===== src/rtl/tat_pkg.sv =====
package tat_pkg;
  typedef enum logic [2:0] {
    A_CTRL   = 3'd0,
    A_FRAC   = 3'd1,
    A_SECS   = 3'd2,
    A_FALM   = 3'd3,
    A_SALM   = 3'd4,
    A_FLAG   = 3'd5
  } tat_addr_e;

  typedef struct packed {
    logic secs_ie;
    logic frac_ie;
    logic secs_run;
    logic frac_run;
  } tat_ctrl_t;

  localparam int CTRL_W = $bits(tat_ctrl_t);
  localparam int NUM_ALARMS = 2;
endpackage


===== src/rtl/tat_counter.sv =====
module tat_counter #(
  parameter int W = 15
) (
  input  logic         clk,
  input  logic         rst,
  input  logic         adv,
  input  logic         ld,
  input  logic [W-1:0] ld_val,
  input  logic [W-1:0] alarm,
  output logic [W-1:0] cnt,
  output logic         wrap,
  output logic         hit
);
  logic [W-1:0] cnt_inc;

  assign cnt_inc = cnt + {{(W-1){1'b0}}, 1'b1};
  assign wrap    = adv && (&cnt);
  assign hit     = adv && (cnt_inc == alarm);

  always_ff @(posedge clk) begin
    if (rst)      cnt <= '0;
    else if (ld)  cnt <= ld_val;
    else if (adv) cnt <= cnt_inc;
  end

  assert_hold_when_idle_R2: assert property (@(posedge clk) disable iff (rst)
    (!adv && !ld) |=> $stable(cnt));
endmodule


===== src/rtl/tat_regs.sv =====
module tat_regs
  import tat_pkg::*;
#(
  parameter int FRAC_W = 15,
  parameter int SECS_W = 32,
  parameter int DW     = 32
) (
  input  logic              clk,
  input  logic              rst,
  input  logic              wr_en,
  input  logic [2:0]        wr_addr,
  input  logic [DW-1:0]     wr_data,
  output tat_ctrl_t         ctrl_q,
  output tat_ctrl_t         ctrl_d,
  output logic [FRAC_W-1:0] frac_alm,
  output logic [SECS_W-1:0] secs_alm
);
  always_comb begin
    ctrl_d = ctrl_q;
    if (wr_en && wr_addr == A_CTRL) ctrl_d = tat_ctrl_t'(wr_data[CTRL_W-1:0]);
  end

  always_ff @(posedge clk) begin
    if (rst) begin
      ctrl_q   <= '0;
      frac_alm <= '0;
      secs_alm <= '0;
    end else begin
      ctrl_q <= ctrl_d;
      if (wr_en && wr_addr == A_FALM) frac_alm <= wr_data[FRAC_W-1:0];
      if (wr_en && wr_addr == A_SALM) secs_alm <= wr_data[SECS_W-1:0];
    end
  end
endmodule


===== src/rtl/tat_flags.sv =====
module tat_flags #(
  parameter int N = 2
) (
  input  logic         clk,
  input  logic         rst,
  input  logic [N-1:0] set,
  input  logic [N-1:0] clr,
  output logic [N-1:0] flags_q,
  output logic [N-1:0] flags_d
);
  for (genvar i = 0; i < N; i++) begin : g_flag
    assign flags_d[i] = set[i] | (flags_q[i] & ~clr[i]);

    always_ff @(posedge clk) begin
      if (rst) flags_q[i] <= 1'b0;
      else     flags_q[i] <= flags_d[i];
    end

    assert_sticky_R6: assert property (@(posedge clk) disable iff (rst)
      (flags_q[i] && !clr[i]) |=> flags_q[i]);
  end
endmodule


===== src/rtl/tick_alarm_timer.sv =====
module tick_alarm_timer
  import tat_pkg::*;
#(
  parameter int FRAC_W = 15,
  parameter int SECS_W = 32,
  parameter int DW     = 32
) (
  input  logic          clk,
  input  logic          rst,
  input  logic          tick,
  input  logic          wr_en,
  input  logic [2:0]    wr_addr,
  input  logic [DW-1:0] wr_data,
  input  logic [2:0]    rd_addr,
  output logic [DW-1:0] rd_data,
  output logic          irq
);
  localparam int NA = NUM_ALARMS;

  tat_ctrl_t         ctrl_q, ctrl_d;
  logic [FRAC_W-1:0] frac_alm, frac_cnt;
  logic [SECS_W-1:0] secs_alm, secs_cnt;
  logic              frac_adv, secs_adv, frac_wrap, secs_wrap, frac_hit, secs_hit;
  logic              frac_ld, secs_ld;
  logic [NA-1:0]     fl_set, fl_clr, flags_q, flags_d;

  tat_regs #(.FRAC_W(FRAC_W), .SECS_W(SECS_W), .DW(DW)) u_regs (
    .clk(clk), .rst(rst), .wr_en(wr_en), .wr_addr(wr_addr), .wr_data(wr_data),
    .ctrl_q(ctrl_q), .ctrl_d(ctrl_d), .frac_alm(frac_alm), .secs_alm(secs_alm)
  );

  assign frac_adv = tick && ctrl_q.frac_run;
  assign secs_adv = frac_wrap && ctrl_q.secs_run;
  assign frac_ld  = wr_en && (wr_addr == A_FRAC) && !ctrl_q.frac_run;
  assign secs_ld  = wr_en && (wr_addr == A_SECS) && !ctrl_q.secs_run;

  tat_counter #(.W(FRAC_W)) u_frac (
    .clk(clk), .rst(rst), .adv(frac_adv), .ld(frac_ld),
    .ld_val(wr_data[FRAC_W-1:0]), .alarm(frac_alm),
    .cnt(frac_cnt), .wrap(frac_wrap), .hit(frac_hit)
  );

  tat_counter #(.W(SECS_W)) u_secs (
    .clk(clk), .rst(rst), .adv(secs_adv), .ld(secs_ld),
    .ld_val(wr_data[SECS_W-1:0]), .alarm(secs_alm),
    .cnt(secs_cnt), .wrap(secs_wrap), .hit(secs_hit)
  );

  assign fl_set = {secs_hit, frac_hit};
  assign fl_clr = (wr_en && wr_addr == A_FLAG) ? wr_data[NA-1:0] : '0;

  tat_flags #(.N(NA)) u_flags (
    .clk(clk), .rst(rst), .set(fl_set), .clr(fl_clr),
    .flags_q(flags_q), .flags_d(flags_d)
  );

  always_ff @(posedge clk) begin
    if (rst) begin
      irq     <= 1'b0;
      rd_data <= '0;
    end else begin
      irq <= |(flags_d & {ctrl_d.secs_ie, ctrl_d.frac_ie});
      case (rd_addr)
        A_CTRL:  rd_data <= DW'(ctrl_q);
        A_FRAC:  rd_data <= DW'(frac_cnt);
        A_SECS:  rd_data <= DW'(secs_cnt);
        A_FALM:  rd_data <= DW'(frac_alm);
        A_SALM:  rd_data <= DW'(secs_alm);
        A_FLAG:  rd_data <= DW'(flags_q);
        default: rd_data <= '0;
      endcase
    end
  end

  assert_same_tick_carry_R3: assert property (@(posedge clk) disable iff (rst)
    (frac_wrap && ctrl_q.secs_run && !secs_wrap) |=>
      (secs_cnt == $past(secs_cnt) + 1'b1) && (frac_cnt == '0));

  assert_flag_needs_run_R5: assert property (@(posedge clk) disable iff (rst)
    $rose(flags_q[0]) |-> $past(ctrl_q.frac_run));

  assert_ctrl_zero_quiet_R8: assert property (@(posedge clk) disable iff (rst)
    (wr_en && wr_addr == A_CTRL && wr_data[CTRL_W-1:0] == '0) |=> !irq);
endmodule


===== config.mk =====
export PLATFORM = sky130hd
export DESIGN_NAME = tick_alarm_timer
export DESIGN_NICKNAME = d
export VERILOG_FILES = /design/src/rtl/tat_pkg.sv /design/src/rtl/tat_counter.sv /design/src/rtl/tat_regs.sv /design/src/rtl/tat_flags.sv /design/src/rtl/tick_alarm_timer.sv
export SDC_FILE = /design/constraint.sdc
export NUM_CORES = 1
export LEC_CHECK = 0
export BUFFER_PORTS_ARGS = -buffer_cell sky130_fd_sc_hd__buf_2
export CORE_MARGIN = 2
export CORE_UTILIZATION = 45
export CTS_BUF_LIST = sky130_fd_sc_hd__clkbuf_8
export CTS_CLUSTER_DIAMETER = 30
export DETAILED_ROUTE_END_ITERATION = 6
export GPL_TIMING_DRIVEN = 0
export PLACE_DENSITY_LB_ADDON = 0.3
export SYNTH_ARGS = -nofsm -noshare
export SYNTH_HDL_FRONTEND = slang
export SYNTH_HIERARCHICAL = 1
export SYNTH_SLANG_ARGS = --single-unit

===== constraint.sdc =====
create_clock -name clk -period 3.5 [get_ports clk]
set_input_delay 0.525 -clock clk [delete_from_list [all_inputs] [get_ports clk]]
set_output_delay 0.525 -clock clk [all_outputs]
set_load 0.05 [all_outputs]

-- After elaboration in Yosys (flattened, before gate mapping)
Index checks and enable logic that the tools add are counted.
- add/subtract/negate cells: 2
- equality and inequality tests: 12
- mux-type cells: 7
- bitwise logic cells: 7
- reductions and logical operators: 21
- operators with widths (kind ; count):
    32-bit case mux with 6 select lines ; 1
    32-bit 2-to-1 mux ; 2
    32-bit by 1-bit adder with 32-bit output, second input constant ; 1
    32-bit == test ; 1
    15-bit 2-to-1 mux ; 2
    15-bit by 1-bit adder with 15-bit output, second input constant ; 1
    15-bit == test ; 1
    15-bit AND reduction ; 1
    1-bit logical AND ; 13
    3-bit by 2-bit == test with 1-bit output, second input constant ; 4
    3-bit == test, second input constant ; 4
    3-bit by 1-bit == test with 1-bit output, second input constant ; 2
    3-bit zero test ; 2
    4-bit 2-to-1 mux ; 1
    2-bit nonzero test ; 2
    1-bit bitwise AND ; 2
    2-bit bitwise AND ; 1
    1-bit zero test ; 2
    2-bit 2-to-1 mux ; 1
    1-bit inverter ; 2
    1-bit OR ; 2
    2-bit OR reduction ; 1
- bits in registers: 133
- input bits: 42
- output and inout bits: 33
- word-level logic and storage cells: 61

-- Logic depth before layout (Yosys ltp)
- depth in word-level cells: 8
- depth in mapped cells: 17
- mapped depth without buffers: 15

-- By module
The synthesis kept the hierarchy.
- by module, submodules not included (module ; times used ; cells an instance ; area an instance (µm²) ; seq. area each (µm²)):
    tat_counter (u_secs) ; 1 ; 374 ; 2790.2 ; 640.6
    tat_regs ; 1 ; 210 ; 2239.6 ; 1021.0
    tick_alarm_timer ; 1 ; 192 ; 1773.0 ; 660.6
    tat_counter (u_frac) ; 1 ; 179 ; 1372.6 ; 300.3
    tat_flags ; 1 ; 10 ; 92.6 ; 40.0

-- Least setup slack after synthesis
No wires, ideal clock.
- path type: reg-to-reg
- start point: register u_frac.cnt[1]
- end point: register irq
- library setup time: 64 ps
- data arrival time: 3052 ps
- data required time: 3436 ps
- setup slack: 385 ps
- cell stages (with the launch flop): 18
- path buffers: 2
- clock period less this slack: 3115 ps
- path through: dfxtp_1 > ha_1 > buf_4 > and3_1 > nand4_2 > nor2_1 > and2_1 > and2_1 > clkbuf_1 > nand4_1 > nor3_1 > nand3_1 > or4b_1 > nor4_2 > inv_1 > nand2_1 > a22oi_1 > nor2_1
- longest elaborated chain between the ends: 7
- elaborated cells between the ends (all ways): 11
- classes of those cells: add/sub (1); eq/ne (1); bitwise (3); reduce/logical (6)
- ends and longest elaborated chain (element ; RTL line ; text):
    from (decl) ; tat_counter.sv:10 ; output logic [W-1:0] cnt,
    from (signal assigned) ; tat_counter.sv:22 ; else if (ld) cnt <= ld_val;
    from (signal assigned) ; tat_counter.sv:23 ; else if (adv) cnt <= cnt_inc;
    15-bit AND reduction ; tat_counter.sv:17 ; assign wrap = adv && (&cnt);
    1-bit logical AND ; tat_counter.sv:17 ;
    net frac_wrap ; tick_alarm_timer.sv:23 ; logic frac_adv, secs_adv, frac_wrap, secs_wrap, frac_hit, secs_hit;
    1-bit logical AND ; tick_alarm_timer.sv:33 ; assign secs_adv = frac_wrap && ctrl_q.secs_run;
    net secs_adv ; tick_alarm_timer.sv:23 ;
    1-bit logical AND ; tat_counter.sv:18 ; assign hit = adv && (cnt_inc == alarm);
    net secs_hit ; tick_alarm_timer.sv:23 ;
    1-bit OR ; tat_flags.sv:12 ; assign flags_d[i] = set[i] | (flags_q[i] & ~clr[i]);
    net flags_d[1] ; tick_alarm_timer.sv:25 ; logic [NA-1:0] fl_set, fl_clr, flags_q, flags_d;
    2-bit bitwise AND ; tick_alarm_timer.sv:62 ; irq <= |(flags_d & {ctrl_d.secs_ie, ctrl_d.frac_ie});
    2-bit OR reduction ; tick_alarm_timer.sv:62 ;
    to (signal assigned) ; tick_alarm_timer.sv:62 ;
    to (decl) ; tick_alarm_timer.sv:16 ; output logic irq
The timed path passes the listed nets, and every way through them passes these cells.
A chain may end at the register's enable or synchronous reset.

-- Final worst setup path
- start point: register u_frac.cnt[1]
- end point: register u_secs.cnt[12]
- longest elaborated chain between the ends: 4
- ends and longest elaborated chain (element ; RTL line):
    15-bit AND reduction ; tat_counter.sv:17
    1-bit logical AND ; tat_counter.sv:17
    net frac_wrap ; tick_alarm_timer.sv:23
    1-bit logical AND ; tick_alarm_timer.sv:33
    net secs_adv ; tick_alarm_timer.sv:23
    2-bit nonzero test (no source line) ; --
    to (signal assigned) ; tat_counter.sv:22
    to (signal assigned) ; tat_counter.sv:23
    to (decl) ; tat_counter.sv:10
The timed path passes the listed nets, and every way through them passes these cells.

==> flow_metrics.env <==
export IMPL_run_status="finished, final reports clean"
export IMPL_floorplan_die_area_sq_mm=0.0194
export IMPL_hold_worst_slack_ns=0.309
export IMPL_maxSlewHeadroom=0.348
export IMPL_dieHeight_microns=139
export IMPL_hp_start="wr_data[18]"
export IMPL_hold_violations=0
export IMPL_route_vias_total=7370
export IMPL_reg2reg_from="u_frac/cnt[1]"
export IMPL_vdd_ir_drop_worst_uv=219
export IMPL_multi_input_area_sq_mm=0.00514
export IMPL_crit_path_max_fanout=8
export IMPL_cp_bufs_invs=3
export IMPL_leakagePower_nw=3.68
export IMPL_portBuffers=73
export IMPL_layout_area_overhead_vs_synth_pct=14.6
export IMPL_area_inside_the_core_boundary_sq_mm=0.0180
export IMPL_number_of_global_route_vias_before_repair=6865
export IMPL_routed_wl_microns=24600
export IMPL_yosysWarningCount=6
export IMPL_io_pins=75
export IMPL_nets=1100
export IMPL_timing_critical_path_slowest_cell_delay_ns=0.62
export IMPL_antenna_found_initial=0
export IMPL_place_inst=1262
export IMPL_worst_ep_arrival_time_ns=3.62
export IMPL_critical_path_cell_chain="ha_1 > buf_4 > and3_4 > nand4_2 > nor2_2 > and2_1 > and2_4 > buf_4 > inv_1 > nor4_1 > nand3_1 > xnor2_1 > mux2i_1 > nor2_1"
export IMPL_number_of_vias_per_cell=5.68
export IMPL_timing_final_max_slew_violations=0
export IMPL_tritoncts_clock_tree="yes"
export IMPL_critPathMostFrequentCell="sky130_fd_sc_hd__buf_4"
export IMPL_clock_sinks=133
export IMPL_fillerInstances=1747
export IMPL_rr_worst_depth=14
export IMPL_number_of_buffers_on_the_longest_clock_path=2
export IMPL_hold_path_stages=3
export IMPL_setup_repair_after_global_routing_missed_its_margin="false"
export IMPL_drt_initial_drc_count=624
export IMPL_fin_crit_sh=0.936
export IMPL_floorplan_die_width_microns=139
export IMPL_timing_max_cap_violations=0
export IMPL_setup_tns_ns=0
export IMPL_hpwl_reported_at_the_end_of_detailed_placement_microns=18000
export IMPL_hold_path_end="u_secs/cnt[18]"
export IMPL_worst_endpoint_required_time_ns=3.84
export IMPL_synth_fp_nets=1004
export IMPL_startpoint_type="flip-flop"
export IMPL_syn_cell_area_sq_mm=0.00823
export IMPL_timing_critical_path_max_delay_family="simple AND/OR/NAND/NOR gates"
export IMPL_post_layout_nonfiller_instances=1298
export IMPL_cp_slowest_cell="sky130_fd_sc_hd__nor4_1"
export IMPL_placement_rows=49
export IMPL_gp_congestion=0.929
export IMPL_start_util=0.458
export IMPL_sequential_cell_area_sq_mm=0.00267
export IMPL_gr_usage_all_layers=0.252
export IMPL_worst_setup_hold_path_clk_slew_ns=0.08
export IMPL_timing_hold_worst_class="primary input to flip-flop"
export IMPL_drcViolationCount=0
export IMPL_grt_max_degree=22
export IMPL_final_min_clock_period_ns=3.28
export IMPL_grt_overflow_total=0
export IMPL_pre_cts_slack_ns=-0.657
export IMPL_power_per_cell_area_mw_per_mm2=363
export IMPL_antennaDiodeCount=0
export IMPL_report_final_setup_viol=0
export IMPL_worst_slack_ns=0.223
export IMPL_syn_inst=960
export IMPL_layout_drive_gt1_share=0.176
export IMPL_clock_insertion_delay_worst_skew_ns=0.47
export IMPL_final_setup_skew_ns=0.0131
export IMPL_drt_pre_antenna_iters=6
export IMPL_synthesis_area_per_instance_sq_um=8.57
export IMPL_htree_num_levels=4
export IMPL_crit_path_end_kind="flip-flop"
export IMPL_global_route_wire_length_before_repair_microns=38500
export IMPL_cts_inserted_buffers=17
export IMPL_reg2reg_to="u_secs/cnt[12]"
export IMPL_worstSetupPathType="flip-flop to flip-flop"
export IMPL_wl_per_cell_microns=18.9
export IMPL_max_clock_freq_ghz=0.305
export IMPL_path_depth=14
export IMPL_cts_root_buf="sky130_fd_sc_hd__clkbuf_8"
export IMPL_reg2reg_setup_slack_ns=0.22
export IMPL_drt_antenna_violating_nets=0
export IMPL_worstMarginPinSlew_ns=0.979
-- sequential cells by signal (all words and copies together) (netlist names) --
register	flops
u_frac/cnt	15
u_regs/frac_alm	15
u_regs/secs_alm	32
u_regs/ctrl_q	4
u_flags/flags_q	2
rd_data	32
u_secs/cnt	32
irq	1
-- layout by cell type (no fill, tap or decap), types with 4 or more instances in the layout --
master	count
sky130_fd_sc_hd__a21oi_1	41
sky130_fd_sc_hd__mux2i_1	79
sky130_fd_sc_hd__a22oi_1	18
sky130_fd_sc_hd__nand2_1	41
sky130_fd_sc_hd__or3_1	5
sky130_fd_sc_hd__nand3b_1	24
sky130_fd_sc_hd__and3_1	16
sky130_fd_sc_hd__inv_1	15
sky130_fd_sc_hd__o21ai_0	8
sky130_fd_sc_hd__clkbuf_8	21
sky130_fd_sc_hd__nand4_1	27
sky130_fd_sc_hd__xor2_1	44
sky130_fd_sc_hd__nor4_1	10
sky130_fd_sc_hd__buf_4	16
sky130_fd_sc_hd__and4_1	6
sky130_fd_sc_hd__nor2_1	116
sky130_fd_sc_hd__nand3_1	31
sky130_fd_sc_hd__and2_1	4
sky130_fd_sc_hd__nor4_4	4
sky130_fd_sc_hd__dfxtp_1	131
sky130_fd_sc_hd__buf_2	92
sky130_fd_sc_hd__nor2b_1	6
sky130_fd_sc_hd__bufinv_16	4
sky130_fd_sc_hd__buf_6	9
sky130_fd_sc_hd__o21a_1	14
sky130_fd_sc_hd__xnor2_1	60
sky130_fd_sc_hd__clkbuf_1	32
sky130_fd_sc_hd__nand2b_1	87
sky130_fd_sc_hd__nor3_1	11
sky130_fd_sc_hd__a31oi_1	6
sky130_fd_sc_hd__a211oi_1	8
-- tightest hold or removal path: cells and delay by family --
kind,cells,cell delay (ns)
simple gates,1,0.07
compound gates,1,0.06
buf+inv,1,0.09
-- worst max-delay path by stage --
stage                              from        endpoint  slack, ns
after floorplan           u_frac/cnt[1]             irq       0.38
after global placement    u_frac/cnt[1]             irq      -0.71
after detailed placement  u_frac/cnt[1]             irq      -0.66
after CTS                 u_secs/cnt[0]             irq       0.07
after global routing      u_frac/cnt[1]  u_secs/cnt[12]       0.01
final                     u_frac/cnt[1]  u_secs/cnt[12]       0.22
-- metal layers --
metal / GRT usage / share of wire / vias to the layer above
met4: 0.0845 / 0.024 / 0
li1: - / - / 3538
met1: 0.342 / 0.45 / 3523
met2: 0.408 / 0.47 / 264
met5: 0 / 0 / -
met3: 0.0439 / 0.053 / 45
-- timing repair --
| item | in CTS | in global routing |
|---|---|---|
| setup endpoints to repair | 5 | 2 |
| pin swaps | 0 | 5 |
| hold buffers | 0 | 0 |
| gates resized for setup | 11 | 3 |
| buffers inserted | 1 | 4 |
-- per-stage QoR --
stage                      util  total power [mW]  area, sq um
after floorplan               -              1.83         8230
after global placement    0.494              1.96         8880
after detailed placement  0.494              1.96         8880
after CTS                 0.522              3.44         9380
after global routing      0.525              3.54         9430
final                     0.525              3.42         9430
-- final cells by class --
cell class / count / area share
clock inverters: 12 / 0.0187
plain buffers: 73 / 0.0442
well taps: 229 / 0.0304
repair buffers: 78 / 0.0427
flip-flops and latches: 133 / 0.283
inverters: 15 / 0.00597
multi-input cells: 738 / 0.546
clock buffers: 20 / 0.0292
-- power by group --
group / switching [mW] / internal [mW]
registers: 0.0367 / 1.54
logic: 0.212 / 0.147
clock network: 0.656 / 0.833
total: 0.905 / 2.52
Power figures use the tool's default switching activity.
